`config.mk`:
```
export PLATFORM = sky130hd
export DESIGN_NAME = tmr8_core
export DESIGN_NICKNAME = d
export VERILOG_FILES = /design/src/rtl/tmr8_pkg.sv /design/src/rtl/tmr8_mode_dec.sv /design/src/rtl/tmr8_step.sv /design/src/rtl/tmr8_ovf_flag.sv /design/src/rtl/tmr8_core.sv
export SDC_FILE = /design/constraint.sdc
export NUM_CORES = 1
export LEC_CHECK = 0
export BUFFER_PORTS_ARGS = -buffer_cell sky130_fd_sc_hd__buf_2
export CAP_MARGIN = 10
export CORE_ASPECT_RATIO = 0.7
export CORE_MARGIN = 4
export CORE_UTILIZATION = 40
export CTS_CLUSTER_DIAMETER = 40
export DETAILED_ROUTE_END_ITERATION = 12
export REMOVE_ABC_BUFFERS = 1
export SLEW_MARGIN = 10
export SYNTH_ARGS = -nofsm -noshare
export SYNTH_HDL_FRONTEND = slang
export SYNTH_HIERARCHICAL = 1
export SYNTH_SLANG_ARGS = --single-unit
```
`constraint.sdc`:
```
create_clock -name clk -period 6.6 [get_ports clk]
set_input_delay 0 -clock clk [delete_from_list [all_inputs] [get_ports clk]]
set_output_delay 0 -clock clk [all_outputs]
set_load 0.02 [all_outputs]
```
`src/rtl/tmr8_pkg.sv`:
```
package tmr8_pkg;

  typedef enum logic [1:0] {
    KIND_NONE  = 2'd0,
    KIND_PLAIN = 2'd1,
    KIND_FAST  = 2'd2,
    KIND_PHASE = 2'd3
  } kind_e;

  typedef enum logic [1:0] {
    OVF_AT_MAX    = 2'd0,
    OVF_AT_TOP    = 2'd1,
    OVF_AT_BOTTOM = 2'd2,
    OVF_NEVER     = 2'd3
  } ovf_src_e;

  typedef struct packed {
    kind_e    kind;
    logic     top_is_a;
    ovf_src_e ovf_src;
  } mode_cfg_t;

  // Mode field decode: bit 2 moves TOP to compare A for the PWM kinds,
  // code 010 uses compare A without bit 2 set.
  function automatic mode_cfg_t decode_mode(input logic [2:0] code);
    mode_cfg_t c;
    c.kind     = KIND_NONE;
    c.top_is_a = 1'b0;
    c.ovf_src  = OVF_NEVER;
    case (code)
      3'b000: begin c.kind = KIND_PLAIN; c.ovf_src = OVF_AT_MAX;    end
      3'b010: begin c.kind = KIND_PLAIN; c.top_is_a = 1'b1; c.ovf_src = OVF_AT_MAX; end
      3'b011: begin c.kind = KIND_FAST;  c.ovf_src = OVF_AT_MAX;    end
      3'b111: begin c.kind = KIND_FAST;  c.top_is_a = 1'b1; c.ovf_src = OVF_AT_TOP; end
      3'b001: begin c.kind = KIND_PHASE; c.ovf_src = OVF_AT_BOTTOM; end
      3'b101: begin c.kind = KIND_PHASE; c.top_is_a = 1'b1; c.ovf_src = OVF_AT_BOTTOM; end
      default: c = c;
    endcase
    return c;
  endfunction

endpackage

```
`src/rtl/tmr8_mode_dec.sv`:
```
module tmr8_mode_dec
  import tmr8_pkg::*;
(
  input  logic [2:0] mode_i,
  output mode_cfg_t  cfg_o,
  output logic       valid_o
);

  always_comb begin
    cfg_o   = decode_mode(mode_i);
    valid_o = (cfg_o.kind != KIND_NONE);
  end

endmodule

```
`src/rtl/tmr8_step.sv`:
```
module tmr8_step
  import tmr8_pkg::*;
#(
  parameter int W = 8
) (
  input  logic [W-1:0] cnt_i,
  input  logic         dir_down_i,
  input  logic [W-1:0] top_i,
  input  kind_e        kind_i,
  output logic [W-1:0] cnt_nxt_o,
  output logic         dir_down_nxt_o,
  output logic         at_top_o,
  output logic         at_bottom_o,
  output logic         at_max_o
);

  localparam logic [W-1:0] CNT_ZERO = '0;
  localparam logic [W-1:0] CNT_MAX  = '1;
  localparam logic [W-1:0] CNT_ONE  = W'(1);

  // Single-slope advance: restart after TOP, otherwise step up with wrap.
  function automatic logic [W-1:0] slope_up(input logic [W-1:0] c, input logic [W-1:0] t);
    return (c == t) ? CNT_ZERO : c + CNT_ONE;
  endfunction

  // Dual-slope advance: reverse exactly on the endpoint counts.
  function automatic logic [W:0] slope_tri(input logic [W-1:0] c, input logic d,
                                           input logic [W-1:0] t);
    logic [W-1:0] n;
    logic         nd;
    if (!d) begin
      if (c == t) begin
        n  = (t == CNT_ZERO) ? CNT_ZERO : c - CNT_ONE;
        nd = (t != CNT_ZERO);
      end else begin
        n  = c + CNT_ONE;
        nd = 1'b0;
      end
    end else begin
      if (c == CNT_ZERO) begin
        n  = (t == CNT_ZERO) ? CNT_ZERO : CNT_ONE;
        nd = 1'b0;
      end else begin
        n  = c - CNT_ONE;
        nd = 1'b1;
      end
    end
    return {nd, n};
  endfunction

  logic [W:0] tri_nxt;

  always_comb begin
    at_top_o    = (cnt_i == top_i);
    at_bottom_o = (cnt_i == CNT_ZERO);
    at_max_o    = (cnt_i == CNT_MAX);
    tri_nxt     = slope_tri(cnt_i, dir_down_i, top_i);
    case (kind_i)
      KIND_PLAIN, KIND_FAST: begin
        cnt_nxt_o      = slope_up(cnt_i, top_i);
        dir_down_nxt_o = 1'b0;
      end
      KIND_PHASE: begin
        cnt_nxt_o      = tri_nxt[W-1:0];
        dir_down_nxt_o = tri_nxt[W];
      end
      default: begin
        cnt_nxt_o      = cnt_i;
        dir_down_nxt_o = dir_down_i;
      end
    endcase
  end

endmodule

```
`src/rtl/tmr8_ovf_flag.sv`:
```
module tmr8_ovf_flag (
  input  logic clk,
  input  logic rst_n,
  input  logic set_i,
  input  logic clr_i,
  output logic flag_o
);

  always_ff @(posedge clk) begin
    if (!rst_n)      flag_o <= 1'b0;
    else if (set_i)  flag_o <= 1'b1;
    else if (clr_i)  flag_o <= 1'b0;
  end

endmodule

```
`src/rtl/tmr8_core.sv`:
```
module tmr8_core
  import tmr8_pkg::*;
#(
  parameter int W = 8
) (
  input  logic         clk,
  input  logic         rst_n,
  input  logic         tick_i,
  input  logic [2:0]   mode_i,
  input  logic [W-1:0] cmpa_i,
  input  logic         cnt_wr_i,
  input  logic [W-1:0] cnt_wdata_i,
  input  logic         ovf_clr_i,
  output logic [W-1:0] cnt_o,
  output logic         dir_down_o,
  output logic         top_o,
  output logic         bottom_o,
  output logic         max_o,
  output logic         ovf_o,
  output logic         cmp_load_o
);

  localparam logic [W-1:0] CNT_MAX = '1;

  mode_cfg_t    cfg_w;
  logic         mode_ok_w;
  logic [W-1:0] top_val_w;
  logic [W-1:0] cnt_q;
  logic         dir_q;
  logic [W-1:0] cnt_nxt_w;
  logic         dir_nxt_w;
  logic         eq_top_w, eq_bot_w, eq_max_w;
  logic         adv_w;
  logic         ovf_set_w;

  tmr8_mode_dec u_dec (
    .mode_i  (mode_i),
    .cfg_o   (cfg_w),
    .valid_o (mode_ok_w)
  );

  assign top_val_w = cfg_w.top_is_a ? cmpa_i : CNT_MAX;

  tmr8_step #(.W(W)) u_step (
    .cnt_i          (cnt_q),
    .dir_down_i     (dir_q),
    .top_i          (top_val_w),
    .kind_i         (cfg_w.kind),
    .cnt_nxt_o      (cnt_nxt_w),
    .dir_down_nxt_o (dir_nxt_w),
    .at_top_o       (eq_top_w),
    .at_bottom_o    (eq_bot_w),
    .at_max_o       (eq_max_w)
  );

  // A tick advances the count only in a valid mode and never under a write.
  assign adv_w    = tick_i & mode_ok_w & ~cnt_wr_i;
  assign top_o    = adv_w & eq_top_w;
  assign bottom_o = adv_w & eq_bot_w;
  assign max_o    = adv_w & eq_max_w;

  always_comb begin
    case (cfg_w.ovf_src)
      OVF_AT_MAX:    ovf_set_w = max_o;
      OVF_AT_TOP:    ovf_set_w = top_o;
      OVF_AT_BOTTOM: ovf_set_w = bottom_o;
      default:       ovf_set_w = 1'b0;
    endcase
    case (cfg_w.kind)
      KIND_PLAIN: cmp_load_o = 1'b1;
      KIND_PHASE: cmp_load_o = top_o;
      KIND_FAST:  cmp_load_o = bottom_o;
      default:    cmp_load_o = 1'b0;
    endcase
  end

  always_ff @(posedge clk) begin
    if (!rst_n) begin
      cnt_q <= '0;
      dir_q <= 1'b0;
    end else begin
      if (cnt_wr_i) begin
        cnt_q <= cnt_wdata_i;
      end else if (adv_w) begin
        cnt_q <= cnt_nxt_w;
        dir_q <= dir_nxt_w;
      end
      if (mode_ok_w && cfg_w.kind != KIND_PHASE) dir_q <= 1'b0;
    end
  end

  tmr8_ovf_flag u_flag (
    .clk    (clk),
    .rst_n  (rst_n),
    .set_i  (ovf_set_w),
    .clr_i  (ovf_clr_i),
    .flag_o (ovf_o)
  );

  assign cnt_o      = cnt_q;
  assign dir_down_o = dir_q;

endmodule

```
==> results.tsv <==
stage	metric	value	unit
synth	yosys.cell_count.top_type	nand2_1	
critical_path	crit_type	in2reg	
timing	hold_ws	92.7	ps
synth	synth-adder-area-share	4.36	%
die	coreArea	3300	sq um
die	rows	17	
place	hpwlAfterDp	3090	um
routing	postRouteAntennaNets	0	
synth	synth-async-reset-ratio	0	%
die	fp.dieH	58.1	um
power	p_per_area	157	nW/um^2
die	start_util	43.5	%
timing	skew	3.19	ps
synth	ys_ff_latch	10	
routing	detail_route.drc_violations	0	
routing	routed_wl	3960	um
cts	numCtsBuffers	3	
place	portBuffers	37	
grt	grt-ovfl-total	0	
job	drv_cap	0	
timing	finalMaxSlewViolations	0	
cts	ctsHtreeMaxLevel	1	
critical_path	crit_required	6730	ps
cts	cts_setup_buffers	0	
synth	muxShareOfSynthArea	8.72	%
hold_path	worstHoldPathType	in2reg	
timing	final_hold_viol_count	0	
place	dp.cells	257	
synth	ys_seq_area_share	13.9	%
synth	synthTopCellsByArea	dfxtp_1, mux2i_1, nand2_1	
grt	grt_first_pass_wirelength	6190	um
timing	rsz0062_at_grt	no	
synth	syn-instance-count	185	
critical_path	crit-reg2reg-capture	cnt_o[3]$_SDFFE_PN0P_	
timing	finalCritPeriodShare	41.9	%
synth	synth.largest_area_cell	dfxtp_1	
grt	grt_start_max_net_pins	18	
timing	slew-limit-headroom	42.7	%
synth	synth_ff_type	dfxtp_1	
synth	yosys.area_share.simple	34.2	%
finish	layout-drive-gt1-share	28.0	%
synth	synthesis.area	1440	sq um
routing	first_iter_violations	115	
synth	synth_edf_count	0	
critical_path	crit_path_start_kind	primary input	
power	power	261	uW
power	p_leak	0.831	nW
synth	syn_avg_cell_area	7.76	sq um
finish	final_nets	244	
timing	fmax	362	MHz
cts	cts.path.max_buffers	2	
finish	syn2layout_area_growth	15.6	%
critical_path	crit_fanout	8	
timing	setup_viol	0	
synth	synthXorXnorAreaFrac	7.85	%
routing	detail_route.vias_per_cell	5.77	
critical_path	worst-r2r-cell-count	8	
hold_path	hp-start	ovf_clr_i	
cts	cts_root_buffer	clkbuf_8	
die	die_x	79.6	um
cts	clk_latency	240	ps
critical_path	r2r_slack	4120	ps
die	io_pins	38	
synth	synthTopCellsByCount	nand2_1, mux2i_1, nand2b_1	
hold_path	min_to	u_flag/flag_o$_SDFFE_PN0P_	
finish	layoutNonFillerInstCount	261	
synth	yosysWarnings	6	
routing	wire_per_inst	15.2	um
finish	diodes	0	
timing	tns	0	ps
power	vdd_drop_max	131	uV
grt	grt_pass1_vias	1334	
run_status	status	completed	
hold_path	whs_path_depth	3	
cts	cts_tree	built	
cts	ctsHoldBuffers	0	
cts	clk_pin_slew_worst_paths	50	ps
die	die_area	4630	sq um
critical_path	arrival	2890	ps
routing	first_pass_iters	5	
timing	period_needed	2760	ps
cts	cts_resized	0	
synth	synth_top_family_by_area	simple AND/OR/NAND/NOR gates	
critical_path	r2r_start	cnt_o[3]$_SDFFE_PN0P_	
synth	synth_compound_area_share	23.9	%
routing	vias	1506	
critical_path	critPathCaptureType	flip-flop	
synth	ys_types	53	
grt	antenna_found_initial	0	
place	gp_congestion	0.953	
timing	tightestPinTransition	851	ps
cts	clkSinkCount	10	
grt	grt_util_all_layers	16.6	%
synth	yosysTopAreaCellShare	13.9	%
==> registers in the layout, indices dropped and copies added, names as in the netlist <==
signal	count
dir_down_o	1
u_flag/flag_o	1
cnt_o	8
==> layout by cell type (no fill, tap or decap), types with 3 or more instances in the layout <==
cell type,netlist,layout
buf_2,3,37
nand2_1,26,26
mux2i_1,11,11
nand2b_1,11,11
dfxtp_1,10,10
nor2_1,10,10
o211a_1,8,8
xor2_1,8,8
inv_1,7,7
o21ai_0,7,7
and3_1,6,6
ha_1,5,5
and2_2,4,4
clkbuf_8,0,4
nor4_1,4,4
nor3_1,4,4
a21oi_1,4,4
nor4_4,3,3
a31oi_1,3,3
a211o_1,3,3
a21o_1,3,3
xnor2_1,3,3
==> kinds of logic (layout without fill, tap and decap cells) <==
group | after synthesis | after routing
xor+xnor | 12 | 12
fa+ha+maj | 5 | 5
simple gates | 83 | 83
mux | 12 | 12
flops | 10 | 10
buf+inv | 19 | 48
compound gates | 44 | 44
==> metal layers <==
layer  part of all wire, %  track usage [%]  vias up
met4                   1.2             1.72        0
met5                     0                0        -
met1                    43             21.1      708
met3                   7.4             3.57        9
li1                      -                -      722
met2                    48             29.8       67
==> stage by stage <==
stage / setup slack, ps / util, % / cell area [sq um]
2_1_floorplan: 4210 / - / 1360
3_3_place_gp: 3790 / 48.7 / 1600
3_5_place_dp: 3610 / 48.7 / 1600
4_1_cts: 3840 / 50.3 / 1660
5_1_grt: 3630 / 50.3 / 1660
6_report: 3840 / 50.3 / 1660
==> layout make-up <==
type / count / area, sq um
multi-input combinational: 156 / 1130
fill: 350 / 1640
timing repair buffer: 37 / 185
inverter: 7 / 26.3
clock buffer: 4 / 55.1
sequential: 10 / 200
tap: 47 / 58.8
==> report_power, final <==
part	internal [mW]	switching, mW	total (mW)
logic	0.0458	0.0578	0.104
registers	0.0651	0.0156	0.0806
clock network	0.0525	0.0246	0.0771
==> worst max path at each step <==
| stage | endpoint | cells after the start | start | slack [ps] |
|---|---|---|---|---|
| CTS | cnt_o[3]$_SDFFE_PN0P_ | 12 | mode_i[2] | 3840 |
| detailed placement | cnt_o[3]$_SDFFE_PN0P_ | 12 | mode_i[2] | 3610 |
| global placement | cnt_o[5]$_SDFFE_PN0P_ | 12 | mode_i[2] | 3790 |
| global route | cnt_o[3]$_SDFFE_PN0P_ | 12 | mode_i[2] | 3630 |
| floorplan | cnt_o[2]$_SDFFE_PN0P_ | 11 | mode_i[2] | 4210 |
| finish | cnt_o[3]$_SDFFE_PN0P_ | 12 | mode_i[2] | 3840 |
==> critical path, cell delays in order <==
cell,delay [ps]
buf_2,120
nand2b_1,130
o21ai_0,670
nand2b_1,240
xor2_2,210
nor4_4,460
a21oi_2,190
a21o_1,190
a211o_1,300
mux2i_1,150
nand2_1,80
o211a_1,140
No activity file was read; power rests on OpenSTA's default activity.
